===== config.mk =====
export PLATFORM = sky130hd
export DESIGN_NAME = card_activation_seq
export DESIGN_NICKNAME = d
export VERILOG_FILES = /design/src/rtl/card_activation_seq.sv
export SDC_FILE = /design/constraint.sdc
export NUM_CORES = 1
export LEC_CHECK = 0
export ABC_AREA = 0
export BUFFER_PORTS_ARGS = -buffer_cell sky130_fd_sc_hd__buf_2
export CAP_MARGIN = 20
export CORE_UTILIZATION = 40
export CTS_CLUSTER_SIZE = 10
export DETAILED_ROUTE_END_ITERATION = 16
export GPL_TIMING_DRIVEN = 0
export PLACE_DENSITY = 0.57
export SLEW_MARGIN = 20
export SYNTH_ARGS = -nofsm -noshare
export SYNTH_HDL_FRONTEND = slang
export SYNTH_SLANG_ARGS = --single-unit

===== constraint.sdc =====
create_clock -name clk -period 3.9 [get_ports clk]
set_input_delay 0.975 -clock clk [delete_from_list [all_inputs] [get_ports clk]]
set_output_delay 0.975 -clock clk [all_outputs]
set_load 0.01 [all_outputs]

===== src/rtl/card_activation_seq.sv =====
module card_activation_seq #(
  parameter int RST_HOLD_CLKS   = 40000,
  parameter int FIRST_BYTE_CLKS = 40000,
  parameter int SEC_W           = 32,
  parameter int LEN_W           = 6
) (
  input  logic             clk,
  input  logic             rst_n,
  input  logic             card_present,
  input  logic             card_clk_en,
  input  logic             byte_rx,
  input  logic             atr_done,
  input  logic [LEN_W-1:0] atr_len,
  input  logic [SEC_W-1:0] ticks_per_sec,
  output logic             vcc_en,
  output logic             cclk_en,
  output logic             card_rst,
  output logic             io_rx,
  output logic             vpp_idle,
  output logic             active,
  output logic             atr_timeout,
  output logic             deactivated
);

  localparam int CMAX = (RST_HOLD_CLKS > FIRST_BYTE_CLKS) ? RST_HOLD_CLKS : FIRST_BYTE_CLKS;
  localparam int CW = $clog2(CMAX + 1);
  localparam logic [CW-1:0] HOLD_LAST  = CW'(RST_HOLD_CLKS - 1);
  localparam logic [CW-1:0] FIRST_LAST = CW'(FIRST_BYTE_CLKS - 1);

  typedef enum logic [3:0] {
    S_OFF, S_VCC, S_HOLD, S_WAIT1, S_BYTES, S_ACTIVE,
    S_DRST, S_DCLK, S_DIO, S_DONE
  } st_t;

  st_t              st;
  logic [CW-1:0]    cnt;
  logic [SEC_W-1:0] sec;
  logic [LEN_W-1:0] nbytes;
  logic             tmo;
  logic             live;

  assign live = (st == S_VCC) || (st == S_HOLD) || (st == S_WAIT1) ||
                (st == S_BYTES) || (st == S_ACTIVE);

  always_ff @(posedge clk or negedge rst_n) begin
    if (!rst_n) begin
      st     <= S_OFF;
      cnt    <= '0;
      sec    <= '0;
      nbytes <= '0;
      tmo    <= 1'b0;
    end else if (live && !card_present) begin
      st <= (st == S_VCC) ? S_DIO : S_DRST;
    end else begin
      case (st)
        S_OFF:   if (card_present) st <= S_VCC;
        S_VCC: begin
          cnt <= '0;
          st  <= S_HOLD;
        end
        S_HOLD:
          if (card_clk_en) begin
            if (cnt == HOLD_LAST) begin
              cnt <= '0;
              st  <= S_WAIT1;
            end else begin
              cnt <= cnt + 1'b1;
            end
          end
        S_WAIT1:
          if (byte_rx) begin
            nbytes <= LEN_W'(1);
            sec    <= '0;
            st     <= (atr_len == LEN_W'(1)) ? S_ACTIVE : S_BYTES;
          end else if (card_clk_en) begin
            if (cnt == FIRST_LAST) begin
              tmo <= 1'b1;
              st  <= S_DRST;
            end else begin
              cnt <= cnt + 1'b1;
            end
          end
        S_BYTES:
          if (atr_done) begin
            st <= S_ACTIVE;
          end else if (byte_rx) begin
            nbytes <= nbytes + LEN_W'(1);
            sec    <= '0;
            if (nbytes + LEN_W'(1) == atr_len) st <= S_ACTIVE;
          end else if (sec == ticks_per_sec - SEC_W'(1)) begin
            tmo <= 1'b1;
            st  <= S_DRST;
          end else begin
            sec <= sec + SEC_W'(1);
          end
        S_DRST:  st <= S_DCLK;
        S_DCLK:  st <= S_DIO;
        S_DIO:   st <= S_DONE;
        S_DONE:
          if (!card_present) begin
            tmo <= 1'b0;
            st  <= S_OFF;
          end
        default: st <= st;
      endcase
    end
  end

  assign vcc_en      = (st != S_OFF) && (st != S_DONE);
  assign cclk_en     = (st != S_OFF) && (st != S_DONE) && (st != S_VCC) &&
                       (st != S_DCLK) && (st != S_DIO);
  assign io_rx       = cclk_en || (st == S_DCLK);
  assign card_rst    = (st == S_WAIT1) || (st == S_BYTES) || (st == S_ACTIVE);
  assign vpp_idle    = 1'b1;
  assign active      = (st == S_ACTIVE);
  assign atr_timeout = tmo;
  assign deactivated = (st == S_DONE);

  int lo_ticks;
  always_ff @(posedge clk or negedge rst_n) begin
    if (!rst_n) lo_ticks <= 0;
    else if (!cclk_en) lo_ticks <= 0;
    else if (!card_rst && card_clk_en) lo_ticks <= lo_ticks + 1;
  end

  p_supply_first_r2: assert property (@(posedge clk) disable iff (!rst_n)
    (cclk_en || card_rst || io_rx) |-> vcc_en);

  p_hold_before_rst_r3: assert property (@(posedge clk) disable iff (!rst_n)
    $rose(card_rst) |-> (lo_ticks >= RST_HOLD_CLKS));

  p_clk_stop_after_rst_r7: assert property (@(posedge clk) disable iff (!rst_n)
    $fell(cclk_en) |-> (!card_rst && $past(!card_rst)));

  p_io_release_after_clk_r7: assert property (@(posedge clk) disable iff (!rst_n)
    $fell(io_rx) |-> (!cclk_en && $past(!cclk_en)));

  p_vcc_off_last_r7: assert property (@(posedge clk) disable iff (!rst_n)
    $fell(vcc_en) |-> ($past(!io_rx) && !cclk_en && !card_rst));

  p_active_driven_r6: assert property (@(posedge clk) disable iff (!rst_n)
    active |-> (vcc_en && cclk_en && io_rx && card_rst && !atr_timeout));

endmodule


* After elaboration in Yosys (flattened, before gate mapping) *
Cells that the tools add are included.

word-level totals
  register bits = 59
  word-level logic and storage cells = 109
  output and inout bits = 8
  input port bits = 44

operators by class
  equal/unequal tests = 37
  bitwise gates (word level) = 1
  multiplexer cells = 38
  reduce and logical (&&, ||, !) cells = 24
  add/sub/neg operators = 4

operator list
  cell                                                                   number
  32-bit two-way mux                                                     4
  16-bit two-way mux                                                     5
  32-bit case mux with 2 select lines                                    1
  4-bit two-way mux                                                      13
  16-bit case mux with 3 select lines                                    1
  4-bit case mux with 9 select lines                                     1
  32-bit by 1-bit adder with 32-bit output, second input constant        1
  32-bit equality test                                                   1
  32-bit by 1-bit subtractor with 32-bit output, second input constant   1
  6-bit two-way mux                                                      3
  2-bit != test, second input constant                                   9
  9-bit AND reduction                                                    2
  16-bit by 1-bit adder with 16-bit output, second input constant        1
  16-bit equality test, second input constant                            1
  4-bit by 3-bit equality test with 1-bit output, second input constant  4
  6-bit case mux with 2 select lines                                     1
  5-bit by 3-bit != test with 1-bit output, second input constant        2
  5-bit AND reduction                                                    2
  10-bit nonzero test                                                    1
  4-bit by 2-bit equality test with 1-bit output, second input constant  2
  4-bit equality test, second input constant                             2
  1-bit two-way mux                                                      8
  4-bit by 3-bit != test with 1-bit output, second input constant        2
  4-bit != test, second input constant                                   2
  other kinds (20)                                                       34

* Longest topological paths before layout *
  depth after elaboration = 8
  mapped depth = 13
  depth with buffers taken out = 11

* Worst setup path after synthesis *
OpenSTA, ideal clock, no wires.

  path type = input-to-reg
  from = input port ticks_per_sec[7]
  to = register st[1]
  required time = 3.775 ns
  slack = 0.347 ns
  arrival time = 3.428 ns
  library setup time = 0.125 ns
  cell stages on the path = 10
  buffers on the path = 1
  cells stage by stage = buf_6 or4_1 nor3_2 and3_1 mux2_2 nor4_4 nand4_1 a21oi_2 nor2_2 mux2_4

between the ends
  word-level cells in the longest chain between the ends = 4

RTL lines
  what                                                       RTL line  source
  from (decl)                                                14        input logic [SEC_W-1:0] ticks_per_sec,
  32-bit by 1-bit subtractor with 32-bit output              90        end else if (sec == ticks_per_sec - SEC_W'(1)) begin
  32-bit equality test                                       90
  5-bit by 3-bit != test with 1-bit output (no source line)  --
  9-bit AND reduction (no source line)                       --
  to (signal assigned)                                       53        st <= (st == S_VCC) ? S_DIO : S_DRST;
  to (signal assigned)                                       74        st <= (atr_len == LEN_W'(1)) ? S_ACTIVE : S_BYTES;
  to (signal assigned)                                       104       default: st <= st;
  to (decl)                                                  35        st_t st;

Every way passes these cells.
A chain may end at the register's enable or synchronous reset.

* Final worst setup path *
  from = input port ticks_per_sec[1]
  to = register st[1]

Same word-level chain as after synthesis.

==> flow_metrics.py <==
metrics = {
    "place": {
        "portBuffers": 47,
        "dp_hpwl_mm": 10.2,
        "gp_congestion": 0.869,
    },
    "route": {
        "antenna_left": 0,
        "dr.first_iter.drc_count": 332,
        "vias": 4830,
        "drt-total-wl_mm": 13.4,
        "drc_errors": 0,
        "wire_per_inst_um": 16.4,
        "dr.pass1.iters": 4,
        "via_per_inst": 5.92,
    },
    "timing": {
        "final_hold_viol_count": 0,
        "fmax_mhz": 271,
        "fin_skew_ns": 0.0106,
        "min_period_ns": 3.70,
        "setup_viol": 0,
        "tightest_slew_ns": 0.754,
        "slew_viol_final": 0,
        "period_share": 0.948,
        "max_slew_margin": 0.497,
        "rsz0062_at_grt": "no",
    },
    "critical_path": {
        "critPathCaptureType": "flop",
        "crit_path_top_delay_cell": "or4_1",
        "startpoint_type": "input pin",
        "r2r_cells": 10,
        "critPathKind": "input pin to flop",
        "cp.arrival_ns": 3.91,
        "worstPathCellList": "buf_2, or4_1, nor3_2, and3_1, mux2_2, nor4_4, nand4_1, a21oi_2, nor2_2, mux2_4",
        "crit_fanout": 6,
        "cp.required_ns": 4.11,
        "cpPeakStageDelay_ns": 0.60,
        "ff2ff_setup_slack_ns": 0.62,
        "r2r-start": "st[0]",
        "path_buf_inv": 1,
        "reg2reg_to": "sec[30]",
        "critPathTopFamily": "simple AND/OR/NAND/NOR gates",
    },
    "min_path": {
        "worstHoldEndpoint": "nbytes[5]",
        "hold_path.class": "flop to flop",
        "min_from": "nbytes[5]",
        "min_path_cells": 1,
    },
    "synthesis": {
        "syn_inst": 606,
        "syn_area_per_cell_um2": 8.13,
        "synth.distinct_cells": 68,
        "synthFlopType": "dfrtp_1",
        "synth_top_area_share": 0.299,
        "ys_async_sr_fraction": 1.00,
        "synth_area_leaders": "dfrtp_1 30%, xor2_1 5.5%, nand2_1 5.1%",
        "synth-seq-cells": 59,
        "synth-seq-area-share": 0.299,
        "synth_fp_nets": 654,
        "synth_area_mm2": 0.00493,
        "synth_top_cell_by_area": "dfrtp_1",
        "ys.warnings.count": 0,
        "synth_edf_count": 0,
    },
    "global_routing": {
        "track_usage": 0.218,
        "grt_antenna_before_repair": 0,
        "grt_remaining_overflow": 0,
        "first_global_vias": 4566,
        "grt_pass1_wl_mm": 22.2,
        "grt_max_degree": 60,
    },
    "final_layout": {
        "final_util": 0.471,
        "multi_input_area_mm2": 0.00321,
        "syn2layout_area_growth_pct": 14.7,
        "fillers": 1215,
        "seq_area_mm2": 0.00148,
        "drive_above_1_share": 0.154,
        "fin_nets": 713,
        "antenna_cells": 0,
    },
    "clocking": {
        "h-tree-depth": 3,
        "cts_made_buffers": 9,
        "root_buffer": "clkbuf_16",
        "hold_buffers": 0,
        "clock-sinks": 59,
        "path_clk_slew_ns": 0.05,
        "clockBufferDepth": 2,
        "cts_tree": "built",
        "insertion_delay_ns": 0.33,
    },
    "power": {
        "internal-power_mw": 1.54,
        "leakage_nw": 2.32,
        "ir_drop_v": 0.000284,
        "pwr-share-comb": 0.366,
        "p_sw_frac": 0.367,
        "seqPwrFrac": 0.307,
        "clkPwrFrac": 0.327,
        "p_total_mw": 2.44,
        "switching_power_mw": 0.893,
        "power.density_mw_per_mm2": 431,
    },
    "floorplanning": {
        "dieArea_mm2": 0.0128,
        "core_mm2": 0.0120,
        "initial_core_util": 0.410,
        "die-height_um": 113,
        "io_pins": 52,
        "die_w_um": 113,
        "rows": 40,
    },
    "run": {
        "maxCapViolations": 0,
    },
    "status": {
        "status": "complete, no violations",
    },
}
-- flip-flops by register name, summed over array words and instances, names as in the netlist --
| name | count |
|---|---|
| atr_timeout | 1 |
| cnt | 16 |
| st | 4 |
| sec | 32 |
| nbytes | 6 |
-- per-layer routing --
layer,global-route usage,share of wire
met3,0.0279,0.047
met5,0,0
met2,0.368,0.46
met1,0.284,0.46
met4,0.0860,0.025
-- Yosys cell counts, drive strengths merged (2+ instances only) --
cell type	n
nand2	67
dfrtp	59
nor2	46
o21ai	38
xor2	31
nor3	30
or4	29
a21oi	28
nand4	24
xnor2	23
clkbuf	22
nor4	22
nand3	19
and3	18
o31ai	16
o211ai	13
buf	11
inv	11
nand2b	11
or3	9
a31oi	7
or2	7
nor2b	6
mux2i	5
a211oi	4
a221oi	4
ha	4
mux2	4
and2	3
and4	3
o2111ai	3
o22ai	3
a221o	2
a22oi	2
and4b	2
nand3b	2
o211a	2
o31a	2
o41ai	2
-- kinds of logic (layout without fill, tap and decap cells) --
| family | Yosys count | count (layout) | synth area share |
|---|---|---|---|
| other | 1 | 1 | 0.000761 |
| AND/OR/NAND/NOR | 303 | 303 | 0.343 |
| AO/OA/AOI/OAI | 132 | 132 | 0.179 |
| buffers and inverters | 44 | 107 | 0.0500 |
| adder cells (fa/ha/maj) | 4 | 4 | 0.0102 |
| multiplexers | 9 | 9 | 0.0208 |
| flip-flops | 59 | 59 | 0.299 |
| XOR/XNOR | 54 | 54 | 0.0959 |
-- cells in the final DEF (no fill, tap or decap), types with 3 or more instances in the layout --
cell type   n
nand2_1    67
dfrtp_1    59
buf_2      47
nor2_1     45
xor2_1     31
o21ai_0    29
or4_1      28
nor3_1     27
a21oi_1    27
nand4_1    24
xnor2_1    23
clkbuf_1   22
and3_1     18
nand3_1    18
nor4_1     17
o31ai_1    16
o211ai_1   13
inv_1      11
nand2b_1   11
or3_1       9
clkbuf_16   9
o21ai_1     8
buf_6       7
a31oi_1     7
or2_2       7
nor2b_1     6
mux2i_1     5
clkbuf_8    4
buf_4       4
ha_1        4
nor3_2      3
nor4_2      3
o2111ai_1   3
o22ai_1     3
and4_1      3
a221oi_1    3
a211oi_1    3
-- through the flow --
stage	setup TNS [ns]	std cells	area (um2)	setup WS, ns	hold WS [ns]
4_1_cts	0	815	5650	0.116	0.513
6_report	0	816	5650	0.204	0.508
3_3_place_gp	-2.18	800	5350	-0.157	0.499
3_5_place_dp	-2.59	800	5350	-0.228	0.503
2_1_floorplan	0	606	4930	0.347	0.470
5_1_grt	0	816	5650	0.0230	0.532
-- power groups by stage --
stage / sequential, mW / clock [mW] / combinational (mW)
6_report: 0.749 / 0.796 / 0.891
5_1_grt: 0.762 / 0.837 / 0.998
4_1_cts: 0.749 / 0.812 / 0.891
3_5_place_dp: 0.758 / 0 / 0.891
3_3_place_gp: 0.756 / 0 / 0.875
2_1_floorplan: 0.743 / 0 / 0.643
-- cell type report --
| type | instances | area share |
|---|---|---|
| Clock inverter | 2 | 0.00620 |
| Sequential cell | 59 | 0.261 |
| Multi-Input combinational cell | 503 | 0.567 |
| Clock buffer | 13 | 0.0460 |
| Tap cell | 147 | 0.0325 |
| Timing Repair Buffer | 48 | 0.0434 |
| Buffer | 33 | 0.0363 |
| Inverter | 11 | 0.00730 |
-- how the worst max path moves through the flow --
stage | from | to | slack (ns) | cells after the start
after global routing | ticks_per_sec[1] | st[1] | 0.02 | 10
after floorplan | ticks_per_sec[7] | st[1] | 0.35 | 10
after global placement | ticks_per_sec[1] | st[1] | -0.16 | 10
after CTS | ticks_per_sec[0] | st[1] | 0.12 | 10
final | ticks_per_sec[1] | st[1] | 0.20 | 10
after detailed placement | ticks_per_sec[0] | st[1] | -0.23 | 10
-- worst reg2reg max path, delay by kind of cell, from the launching register on --
kind	cells	cell delay, ns
DFF	1	0.31
and+or+nand+nor	6	1.55
buffers and inverters	3	1.11
muxes	1	0.23
-- what timing repair did --
| item | CTS | global route |
|---|---|---|
| setup buffers | 0 | 1 |
| resized for setup | 0 | 0 |
| endpoints found under the setup margin | 0 | 2 |
(Power assumes the default switching activity.)
